[config.mk]
export PLATFORM = sky130hd
export DESIGN_NAME = gpio_locked_bank_regs
export DESIGN_NICKNAME = d
export VERILOG_FILES = /design/src/rtl/gpio_regs_pkg.sv /design/src/rtl/gpio_addr_decode.sv /design/src/rtl/gpio_key_lock.sv /design/src/rtl/gpio_bank.sv /design/src/rtl/gpio_locked_bank_regs.sv
export SDC_FILE = /design/constraint.sdc
export NUM_CORES = 2
export LEC_CHECK = 0
export CAP_MARGIN = 20
export CORE_MARGIN = 10
export CORE_UTILIZATION = 59
export DETAILED_ROUTE_END_ITERATION = 6
export PLACE_DENSITY = 0.8
export SLEW_MARGIN = 0
export SYNTH_ARGS = -nofsm -noshare
export SYNTH_HDL_FRONTEND = slang
export SYNTH_SLANG_ARGS = --single-unit
[constraint.sdc]
create_clock -name clk -period 8.2 [get_ports clk]
set_clock_uncertainty 0.1 [all_clocks]
set_input_delay 2.46 -clock clk [delete_from_list [all_inputs] [get_ports clk]]
set_output_delay 2.46 -clock clk [all_outputs]
set_load 0.005 [all_outputs]
[src/rtl/gpio_regs_pkg.sv]
// Package: shared address map, codes and region type for the locked
// GPIO bank register file. Assumes a 12-bit byte address space.
package gpio_regs_pkg;
    localparam int ADDR_W        = 12;
    localparam int DATA_W        = 32;
    localparam int PINS_PER_BANK = 32;
    localparam int BIT_IDX_W     = 5;
    localparam int BANK_IDX_W    = 3;
    localparam int MAX_BANKS     = 8;

    localparam logic [DATA_W-1:0] KEY_VALUE   = 32'h00A5_A501;
    localparam logic [DATA_W-1:0] LOCK_CODE   = 32'hFFFF_FFFF;
    localparam logic [DATA_W-1:0] UNLOCK_CODE = 32'h0000_0000;

    typedef enum logic [2:0] {
        RG_NONE,
        RG_OUT_STAT,
        RG_IN_STAT,
        RG_OUT_SET,
        RG_OUT_CLR,
        RG_CTRL,
        RG_LOCK,
        RG_KEY
    } region_e;
endpackage

[src/rtl/gpio_addr_decode.sv]
// Address decoder: maps a word address onto a register region, a bank
// and a bit index. Assumes word-aligned access (byte bits stripped by the
// caller). Banks at or above NUM_BANKS decode to RG_NONE.
module gpio_addr_decode
    import gpio_regs_pkg::*;
#(
    parameter int NUM_BANKS = 4
) (
    input  logic [ADDR_W-3:0]     word_addr,
    output region_e               dec_region,
    output logic [BANK_IDX_W-1:0] dec_bank,
    output logic [BIT_IDX_W-1:0]  dec_bit
);
    localparam logic [BANK_IDX_W:0] NB_LIMIT = (BANK_IDX_W+1)'(NUM_BANKS);

    logic [3:0] hi;
    logic [2:0] mid;
    logic [2:0] lo;
    logic [7:0] pin_idx;
    region_e    raw_region;
    logic [BANK_IDX_W-1:0] raw_bank;

    assign hi  = word_addr[9:6];
    assign mid = word_addr[5:3];
    assign lo  = word_addr[2:0];
    assign pin_idx = {2'(hi - 4'd1), word_addr[5:0]};

    // Purpose: classify the address into a region and pick bank/bit.
    always_comb begin
        raw_region = RG_NONE;
        raw_bank   = lo;
        dec_bit    = '0;
        if (hi == 4'd0) begin
            unique case (mid)
                3'd0:    raw_region = RG_OUT_STAT;
                3'd1:    raw_region = RG_IN_STAT;
                3'd2:    raw_region = RG_OUT_SET;
                3'd3:    raw_region = RG_OUT_CLR;
                default: raw_region = RG_NONE;
            endcase
        end else if (hi >= 4'd1 && hi <= 4'd4) begin
            raw_region = RG_CTRL;
            raw_bank   = pin_idx[7:5];
            dec_bit    = pin_idx[4:0];
        end else if (hi == 4'd5 && mid == 3'd0) begin
            raw_region = RG_LOCK;
        end else if (hi == 4'd5 && mid == 3'd1 && lo == 3'd0) begin
            raw_region = RG_KEY;
        end
    end

    // Purpose: drop accesses aimed at banks that are not built.
    always_comb begin
        dec_region = raw_region;
        dec_bank   = raw_bank;
        if (raw_region != RG_NONE && raw_region != RG_KEY &&
            {1'b0, raw_bank} >= NB_LIMIT) begin
            dec_region = RG_NONE;
        end
    end
endmodule

[src/rtl/gpio_key_lock.sv]
// Key and per-bank lock state. A correct key write arms the key; the
// next write consumes it. A lock-word write applies only while armed.
// Assumes wr_en is a single-cycle write strobe from the bus.
module gpio_key_lock
    import gpio_regs_pkg::*;
#(
    parameter int NUM_BANKS = 4
) (
    input  logic                  clk,
    input  logic                  rst_n,
    input  logic                  wr_en,
    input  region_e               dec_region,
    input  logic [BANK_IDX_W-1:0] dec_bank,
    input  logic [DATA_W-1:0]     wdata,
    output logic [NUM_BANKS-1:0]  locked,
    output logic                  key_armed
);
    logic key_hit;
    logic lock_hit;

    assign key_hit  = (dec_region == RG_KEY) && (wdata == KEY_VALUE);
    assign lock_hit = wr_en && key_armed && (dec_region == RG_LOCK);

    // Purpose: arm on a correct key write, disarm on any other write.
    always_ff @(posedge clk) begin
        if (!rst_n) begin
            key_armed <= 1'b0;
        end else if (wr_en) begin
            key_armed <= key_hit;
        end
    end

    for (genvar b = 0; b < NUM_BANKS; b++) begin : g_lock
        // Purpose: per-bank lock bit, changed only by an armed lock write.
        always_ff @(posedge clk) begin
            if (!rst_n) begin
                locked[b] <= 1'b1;
            end else if (lock_hit && dec_bank == BANK_IDX_W'(b)) begin
                if (wdata == LOCK_CODE) begin
                    locked[b] <= 1'b1;
                end else if (wdata == UNLOCK_CODE) begin
                    locked[b] <= 1'b0;
                end
            end
        end
    end
endmodule

[src/rtl/gpio_bank.sv]
// One bank of 32 pins: output register with set/clear strobes, per-pin
// control words, input synchronizer and this bank's read data. Writes
// are dropped while the bank is locked. Read data is zero unless the
// decoded bank equals BANK_ID.
module gpio_bank
    import gpio_regs_pkg::*;
#(
    parameter int BANK_ID = 0,
    parameter int CTRL_W  = 8
) (
    input  logic                     clk,
    input  logic                     rst_n,
    input  logic                     wr_en,
    input  region_e                  dec_region,
    input  logic [BANK_IDX_W-1:0]    dec_bank,
    input  logic [BIT_IDX_W-1:0]     dec_bit,
    input  logic [DATA_W-1:0]        wdata,
    input  logic                     locked,
    input  logic [PINS_PER_BANK-1:0] pad_in,
    output logic [PINS_PER_BANK-1:0] pad_out,
    output logic [PINS_PER_BANK-1:0] pad_oe,
    output logic [DATA_W-1:0]        rd_data
);
    localparam logic [CTRL_W-1:0] CTRL_RESET = CTRL_W'(1);

    logic                     sel;
    logic                     wr_ok;
    logic [PINS_PER_BANK-1:0] out_q;
    logic [PINS_PER_BANK-1:0] sync1_q;
    logic [PINS_PER_BANK-1:0] sync2_q;
    logic [CTRL_W-1:0]        ctrl_q [PINS_PER_BANK];

    assign sel   = (dec_bank == BANK_IDX_W'(BANK_ID));
    assign wr_ok = wr_en && sel && !locked;

    // Purpose: output register driven by the set and clear strobes.
    always_ff @(posedge clk) begin
        if (!rst_n) begin
            out_q <= '0;
        end else if (wr_ok && dec_region == RG_OUT_SET) begin
            out_q <= out_q | wdata[PINS_PER_BANK-1:0];
        end else if (wr_ok && dec_region == RG_OUT_CLR) begin
            out_q <= out_q & ~wdata[PINS_PER_BANK-1:0];
        end
    end

    // Purpose: per-pin control words, reset to input.
    always_ff @(posedge clk) begin
        if (!rst_n) begin
            for (int i = 0; i < PINS_PER_BANK; i++) begin
                ctrl_q[i] <= CTRL_RESET;
            end
        end else if (wr_ok && dec_region == RG_CTRL) begin
            ctrl_q[dec_bit] <= wdata[CTRL_W-1:0];
        end
    end

    // Purpose: two-flop synchronizer for the pad levels.
    always_ff @(posedge clk) begin
        if (!rst_n) begin
            sync1_q <= '0;
            sync2_q <= '0;
        end else begin
            sync1_q <= pad_in;
            sync2_q <= sync1_q;
        end
    end

    // Purpose: direction bit of each control word drives the enable.
    always_comb begin
        for (int i = 0; i < PINS_PER_BANK; i++) begin
            pad_oe[i] = ~ctrl_q[i][0];
        end
    end

    assign pad_out = out_q;

    // Purpose: this bank's contribution to the read mux.
    always_comb begin
        rd_data = '0;
        if (sel) begin
            unique case (dec_region)
                RG_OUT_STAT: rd_data = out_q;
                RG_IN_STAT:  rd_data = sync2_q;
                RG_CTRL:     rd_data = DATA_W'(ctrl_q[dec_bit]);
                RG_LOCK:     rd_data = locked ? LOCK_CODE : UNLOCK_CODE;
                default:     rd_data = '0;
            endcase
        end
    end
endmodule

[src/rtl/gpio_locked_bank_regs.sv]
// Top: memory-mapped GPIO register file with password-gated per-bank
// write locks. One access per bus_en cycle; read data registered and
// held until the next read. Assumes 1 <= NUM_BANKS <= 8.
module gpio_locked_bank_regs
    import gpio_regs_pkg::*;
#(
    parameter int NUM_BANKS = 4,
    parameter int CTRL_W    = 8,
    localparam int NPINS    = NUM_BANKS * PINS_PER_BANK
) (
    input  logic              clk,
    input  logic              rst_n,
    input  logic              bus_en,
    input  logic              bus_we,
    input  logic [11:0]       bus_addr,
    input  logic [31:0]       bus_wdata,
    output logic [31:0]       bus_rdata,
    input  logic [NPINS-1:0]  pad_in,
    output logic [NPINS-1:0]  pad_out,
    output logic [NPINS-1:0]  pad_oe
);
    logic                  wr_en;
    logic                  rd_en;
    region_e               dec_region;
    logic [BANK_IDX_W-1:0] dec_bank;
    logic [BIT_IDX_W-1:0]  dec_bit;
    logic [NUM_BANKS-1:0]  bank_locked;
    logic                  key_armed;
    logic [DATA_W-1:0]     bank_rd [NUM_BANKS];
    logic [DATA_W-1:0]     rd_any;
    logic                  unused_addr_lsb;

    assign wr_en = bus_en && bus_we;
    assign rd_en = bus_en && !bus_we;
    assign unused_addr_lsb = ^bus_addr[1:0];

    gpio_addr_decode #(.NUM_BANKS(NUM_BANKS)) u_dec (
        .word_addr  (bus_addr[ADDR_W-1:2]),
        .dec_region (dec_region),
        .dec_bank   (dec_bank),
        .dec_bit    (dec_bit)
    );

    gpio_key_lock #(.NUM_BANKS(NUM_BANKS)) u_lock (
        .clk        (clk),
        .rst_n      (rst_n),
        .wr_en      (wr_en),
        .dec_region (dec_region),
        .dec_bank   (dec_bank),
        .wdata      (bus_wdata),
        .locked     (bank_locked),
        .key_armed  (key_armed)
    );

    for (genvar b = 0; b < NUM_BANKS; b++) begin : g_bank
        gpio_bank #(.BANK_ID(b), .CTRL_W(CTRL_W)) u_bank (
            .clk        (clk),
            .rst_n      (rst_n),
            .wr_en      (wr_en),
            .dec_region (dec_region),
            .dec_bank   (dec_bank),
            .dec_bit    (dec_bit),
            .wdata      (bus_wdata),
            .locked     (bank_locked[b]),
            .pad_in     (pad_in[b*PINS_PER_BANK +: PINS_PER_BANK]),
            .pad_out    (pad_out[b*PINS_PER_BANK +: PINS_PER_BANK]),
            .pad_oe     (pad_oe[b*PINS_PER_BANK +: PINS_PER_BANK]),
            .rd_data    (bank_rd[b])
        );
    end

    // Purpose: merge bank read data; unselected banks return zero.
    always_comb begin
        rd_any = '0;
        for (int b = 0; b < NUM_BANKS; b++) begin
            rd_any = rd_any | bank_rd[b];
        end
    end

    // Purpose: register read data on a read, hold it otherwise.
    always_ff @(posedge clk) begin
        if (!rst_n) begin
            bus_rdata <= '0;
        end else if (rd_en) begin
            bus_rdata <= rd_any;
        end
    end
endmodule

# Yosys cells after proc, flatten, opt, wreduce, memory -nomap -nowiden
# Memories as Yosys holds them, arrays and structs flattened.
# Cells that the tools add are included.
[totals]
ramBits = 1024
wordCells = 299
memories = 4
inputBits = 176
ff_bits = 421
out_inout_bits = 288
[memory_table]
columns = ["name", "depth", "width", "read_ports", "rd_clocked_by_memory_dff", "wr", "line_no", "text"]
rows = [
  ["g_bank[0].u_bank.ctrl_q", 32, 8, 33, 0, 32, "gpio_bank.sv:31", "logic [CTRL_W-1:0] ctrl_q [PINS_PER_BANK];"],
  ["g_bank[1].u_bank.ctrl_q", 32, 8, 33, 0, 32, "gpio_bank.sv:31", ""],
  ["g_bank[2].u_bank.ctrl_q", 32, 8, 33, 0, 32, "gpio_bank.sv:31", ""],
  ["g_bank[3].u_bank.ctrl_q", 32, 8, 33, 0, 32, "gpio_bank.sv:31", ""],
]
[op_classes]
n_eq_ne = 17
reduce_logical = 59
bitwise_logic = 140
addsub = 1
n_mux = 57
n_lt_le_gt_ge = 3
[op_table]
columns = ["operator", "n"]
rows = [
  ["$mux W32", 16],
  ["$pmux W32 S4", 4],
  ["$or A32 B32 Y32", 7],
  ["$and A32 B32 Y32", 4],
  ["$not A1 Y1", 128],
  ["$logic_and A1 B1 Y1", 35],
  ["$eq A32 B24 Y1 const B", 1],
  ["$eq A32 B32 Y1 const B", 1],
  ["$logic_not A32 Y1", 1],
  ["$mux W8", 4],
  ["$not A32 Y32", 1],
  ["$reduce_or A8 Y1", 4],
  ["$mux W5", 6],
  ["$mux W3", 7],
  ["$mux W1", 19],
  ["$eq A3 B2 Y1 const B", 6],
  ["$eq A3 B3 Y1 const B", 4],
  ["$pmux W3 S4", 1],
  ["$reduce_bool A2 Y1", 5],
  ["$eq A3 B1 Y1 const B", 3],
  ["$logic_not A3 Y1", 3],
  ["$reduce_and A2 Y1", 4],
  ["$logic_not A1 Y1", 5],
  ["$eq A4 B3 Y1 const B", 1],
  ["other kinds (7)", 7],
]

# Depth between registers and ports, before layout
[logic_depth]
word_depth = 18
mapped_depth = 21
ltp_nobuf = 16

# By module
# A second synthesis with hierarchy kept.
[hier_totals]
cells_unflattened = 5428
hier_area_um2 = 64929.8
[by_module_without_submodules]
columns = ["mod", "instances", "area_each_um2", "seq_area_each_um2", "cells_each"]
rows = [
  ["gpio_bank at g_bank[1].u_bank ...", 2, 15628.7, 9609.2, 1297],
  ["gpio_bank at g_bank[3].u_bank", 1, 15738.8, 9609.2, 1298],
  ["gpio_bank at g_bank[0].u_bank", 1, 15686.3, 9609.2, 1296],
  ["gpio_locked_bank_regs", 1, 1522.7, 640.6, 141],
  ["gpio_key_lock", 1, 407.9, 100.1, 55],
  ["gpio_addr_decode", 1, 316.6, 0.0, 44],
]

# Worst setup path before layout
# No wires, ideal clock.
[synth_path]
kind = "in2reg"
startpoint = "input bus_addr[4]"
endpoint = "memory g_bank[3].u_bank.ctrl_q[26][0] (enable)"
required_ps = 7716
t_arrival_ps = 6006
n_path_buf = 7
stages = 17
setup_time_ps = 384
setup_slack_ps = 1710
cell_sequence = "buf_2 -> clkbuf_1 -> clkbuf_1 -> clkbuf_1 -> buf_1 -> nor2_1 -> nand2_1 -> o211ai_1 -> and2_1 -> inv_1 -> ha_1 -> clkbuf_1 -> nand4_1 -> nor2_2 -> nand2_1 -> buf_1 -> o21ai_0"
[synth_rtl]
columns = ["item", "line_no", "text"]
rows = [
  ["from (decl)", "gpio_locked_bank_regs.sv:15", "input logic [11:0] bus_addr,"],
  ["to (decl)", "gpio_bank.sv:31", ""],
]

# Final worst setup path
[layout_path]
startpoint = "input bus_addr[8]"
endpoint = "register bus_rdata[7]"
[layout_via]
elab_chain_len = 17
elab_cells_between_ends = 46
classes_between = "add/sub (1); order compare (3); eq/ne (9); mux (17); bitwise (3); reduce/logical (9); memory (4)"
[layout_lines]
columns = ["item", "line_no", "text"]
rows = [
  ["parallel branches: the longest is 16 deep, another holds $ge A4 B1 Y1", "n/a", ""],
  ["$or A32 B32 Y32 (*)", "gpio_locked_bank_regs.sv:76", "rd_any = rd_any | bank_rd[b];"],
  ["to (signal assigned)", "gpio_locked_bank_regs.sv:85", "bus_rdata <= rd_any;"],
  ["to (decl)", "gpio_locked_bank_regs.sv:17", "output logic [31:0] bus_rdata,"],
]
# Mark *: on every way between the ends.
# A chain may end at the register's enable or synchronous reset.

==> impl_metrics.prom <==
# TYPE chip_impl_metric gauge
chip_impl_info{name="synth_top_cell_by_area",value="edfxtp_1"} 1
chip_impl_metric{name="route.met3.wl",unit="mm"} 33.17
chip_impl_metric{name="core_area",unit="um^2"} 109300
chip_impl_info{name="path_class",value="in -> reg"} 1
chip_impl_metric{name="worst_setup_hold_path_clk_slew",unit="ns"} 0.07
chip_impl_info{name="layout.cells.most_common",value="edfxtp_1"} 1
chip_impl_info{name="hold_path_class",value="reg -> reg"} 1
chip_impl_metric{name="design.portCount",unit=""} 464
chip_impl_metric{name="critPathRequiredTime",unit="ns"} 8.80
chip_impl_metric{name="share_of_layout_cells_above_drive_strength_1",unit="%"} 11.72
chip_impl_metric{name="final_min_period_over_clock_period",unit="%"} 84.31
chip_impl_metric{name="path_max_fanout",unit=""} 32
chip_impl_metric{name="worst-slew-pin-transition",unit="ns"} 1.187
chip_impl_metric{name="cts-buffers-inserted",unit=""} 149
chip_impl_metric{name="avgRoutedWirePerCell",unit="um"} 32.05
chip_impl_metric{name="die_extent_in_x",unit="um"} 352.5
chip_impl_metric{name="layout_min_cycle_time",unit="ns"} 6.914
chip_impl_metric{name="clock_sink_total",unit=""} 1445
chip_impl_metric{name="antenna_violations_before_repair",unit=""} 15
chip_impl_metric{name="holdBufCountCts",unit=""} 0
chip_impl_info{name="ranking_of_synthesized_cells_by_area",value="edfxtp_1 (47%), dfxtp_1 (13%), and2_1 (7.4%), and3_1 (3.8%), mux2i_1 (2.4%)"} 1
chip_impl_metric{name="final_area",unit="um^2"} 76770
chip_impl_metric{name="gr-total-overflow",unit=""} 0
chip_impl_metric{name="yosys_register_bits",unit=""} 1445
chip_impl_metric{name="route.antenna.remaining_nets",unit=""} 0
chip_impl_info{name="critical_path.startpoint_type",value="primary input"} 1
chip_impl_metric{name="yosys_warnings",unit=""} 0
chip_impl_metric{name="die_h",unit="um"} 352.5
chip_impl_metric{name="number_of_rows_created_at_floorplan",unit=""} 121
chip_impl_metric{name="power.density_cell_area",unit="nW/um^2"} 206.8
chip_impl_info{name="postSynth.topFlopCell",value="edfxtp_1"} 1
chip_impl_info{name="cts_tree",value="done"} 1
chip_impl_metric{name="timing_hold_violations_final",unit=""} 0
chip_impl_metric{name="drt-pass1-iter-count",unit=""} 7
chip_impl_metric{name="gp_congestion",unit=""} 1.028
chip_impl_metric{name="grt_use_total",unit="%"} 38.34
chip_impl_metric{name="cts_resized",unit=""} 0
chip_impl_info{name="cts-root-buf",value="clkbuf_16"} 1
chip_impl_metric{name="grt_max_degree",unit=""} 162
chip_impl_metric{name="routed-via-count",unit=""} 51419
chip_impl_metric{name="first_global_vias",unit=""} 49032
chip_impl_metric{name="floorplan.die_area",unit="um^2"} 124300
chip_impl_metric{name="drcViolationCount",unit=""} 1
chip_impl_metric{name="synthMuxAreaShare",unit="%"} 3.032
chip_impl_metric{name="cts_setup_buffers",unit=""} 0
chip_impl_info{name="topRoutingLayerUsed",value="met5"} 1
chip_impl_info{name="cp-end-kind",value="flip-flop"} 1
chip_impl_metric{name="post_synth_fa_ha_maj_area_fraction",unit="%"} 0.1343
chip_impl_metric{name="synth_edf_count",unit=""} 1024
chip_impl_metric{name="synth_simple_gate_area_share",unit="%"} 21.08
chip_impl_metric{name="dp_area",unit="um^2"} 71980
chip_impl_metric{name="wirelength",unit="mm"} 247.2
chip_impl_info{name="dominant_combinational_cell_family_by_area_after_synthesis",value="simple AND/OR/NAND/NOR gates"} 1
chip_impl_metric{name="mean_syn_cell_area",unit="um^2"} 11.29
chip_impl_metric{name="clock_latency_on_the_worst_skew_pair",unit="ns"} 0.78
chip_impl_metric{name="wl_met2",unit="mm"} 108.9
chip_impl_metric{name="synth_xor_area_share",unit="%"} 0
chip_impl_metric{name="grt_first_pass_wirelength",unit="mm"} 349.6
chip_impl_metric{name="rr_worst_depth",unit=""} 9
chip_impl_metric{name="setup_viol_count_final",unit=""} 0
chip_impl_metric{name="detailed_place_hpwl",unit="mm"} 165.9
chip_impl_metric{name="max-slew-margin-rel",unit="%"} 20.68
chip_impl_metric{name="maxSlewViolCount",unit=""} 0
chip_impl_metric{name="post-synth-top-area-fraction",unit="%"} 47.13
chip_impl_metric{name="synth.net_count",unit=""} 5960
chip_impl_metric{name="initial_utilization",unit="%"} 59.68
chip_impl_metric{name="cts_max_level",unit=""} 4
chip_impl_metric{name="detail_route.wirelength.met1",unit="mm"} 83.27
chip_impl_metric{name="cap_viol_max_count",unit=""} 0
chip_impl_metric{name="worst_vdd_drop",unit="mV"} 0.1838
chip_impl_metric{name="yosys.cell_types.count",unit=""} 91
chip_impl_metric{name="async_reset_ff_share",unit="%"} 0
chip_impl_info{name="layout.cells.most_common_list",value="edfxtp_1 (1,024), and2_1 (769), clkdlybuf4s50_1 (449)"} 1
chip_impl_metric{name="final_nets",unit=""} 6290
chip_impl_metric{name="setup_tns",unit="ns"} 0
chip_impl_metric{name="avgViaCountPerCell",unit=""} 6.667
chip_impl_metric{name="port-buffer-count",unit=""} 461
chip_impl_metric{name="seq_area_frac_synth",unit="%"} 60.05
chip_impl_metric{name="detail_route.iter0.violations",unit=""} 7866
chip_impl_info{name="violations",value="design-rule violations"} 1
chip_impl_info{name="result_of_the_run",value="complete, but fails checks"} 1
chip_impl_metric{name="netlist_area",unit="um^2"} 65240
chip_impl_metric{name="static-leakage-power",unit="nW"} 29.24
chip_impl_metric{name="area_growth",unit="%"} 17.68
chip_impl_metric{name="cp.arrival",unit="ns"} 7.51
chip_impl_metric{name="cts_max_path_buffers",unit=""} 3
chip_impl_metric{name="synthCells",unit=""} 5777
chip_impl_metric{name="maxClockFrequency",unit="MHz"} 144.6
chip_impl_metric{name="finalCoreUtilization",unit="%"} 70.24
chip_impl_metric{name="holdPathStages",unit=""} 1
chip_impl_metric{name="synth_area_in_compound_gates",unit="%"} 11.28
chip_impl_info{name="rsz0062_at_grt",value="no"} 1
[stage by stage]
step                      hold WS (ns)  std cells  worst slack (ns)  total power [W]
after floorplan                 0.3119       5777             1.710         0.008768
after global placement          0.3138       7430            0.8325         0.009296
after detailed placement        0.3169       7431            0.7426         0.009321
after CTS                       0.3285       7703             1.553          0.01581
after global routing            0.3364       7708             1.190          0.01616
final                           0.3300       7712             1.286          0.01588
[cell type report]
cell class	instances	area, um^2
clock buffer	207	4270
tap	1476	1847
clock inverter	65	475.5
multi-input combinational	3625	23420
antenna	8	20.02
fill	7744	32530
timing repair buffer	747	7047
inverter	139	521.8
sequential	1445	39180
[registers in the layout (all words and copies together) (netlist names), named ones only]
signal and count:
g_bank.u_bank.sync2_q 128, bus_rdata 32, g_bank.u_bank.sync1_q 128, u_lock.locked 4, u_lock.key_armed 1, g_bank.u_bank.ctrl_q 1024
[critical path, stage by stage]
cell and delay (ns):
clkdlybuf4s50_1 0.68, inv_1 0.11, ha_1 0.33, or2_4 0.32, o21a_4 0.39, nor2_4 0.85, buf_12 0.30, o22ai_1 0.12
a21oi_1 0.85, o22ai_1 0.26, a311oi_1 0.28, a21oi_1 0.12, buf_4 0.21, a32oi_1 0.18
[final timing paths]
kind                                                     start                            to  slack [ns]
worst min-delay path              g_bank[1].u_bank.sync1_q[26]  g_bank[1].u_bank.sync2_q[26]        0.33
worst min register to register    g_bank[1].u_bank.sync1_q[26]  g_bank[1].u_bank.sync2_q[26]        0.33
worst max register to register  g_bank[3].u_bank.ctrl_q[15][5]                  bus_rdata[5]        5.32
worst max-delay path                               bus_addr[8]                  bus_rdata[7]        1.29
[report_power, final]
part | leakage (nW) | switching [W] | internal, W
sequential | 13.6 | 0.0000650 | 0.00800
combinational | 13.3 | 0.000831 | 0.000331
clock | 2.35 | 0.00288 | 0.00378
[layer usage]
metal,vias to the layer above,GRT usage [%]
met4,4,27.36
met1,24745,46.76
met2,4097,58.12
met3,931,11.11
li1,21642,-
met5,-,0
[kinds of logic (layout without fill, tap and decap cells)]
| group | after synthesis | in the layout |
|---|---|---|
| buffers and inverters | 707 | 1158 |
| and+or+nand+nor | 2383 | 2383 |
| DFF | 1445 | 1445 |
| AOI/OAI and AO/OA | 1048 | 1048 |
| muxes | 187 | 187 |
| adders and majority gates | 7 | 7 |
| other | 0 | 8 |
[cells in the mapped netlist, types with 137 or more instances]
cell type	instances
a22oi_1	170
and2_1	771
and3_1	397
clkbuf_1	396
dfxtp_1	421
edfxtp_1	1024
inv_1	137
mux2i_1	156
nand2_1	375
nand2b_1	141
nor2_1	168
o22ai_1	193
Note: power is estimated with default switching activity, not from simulation.
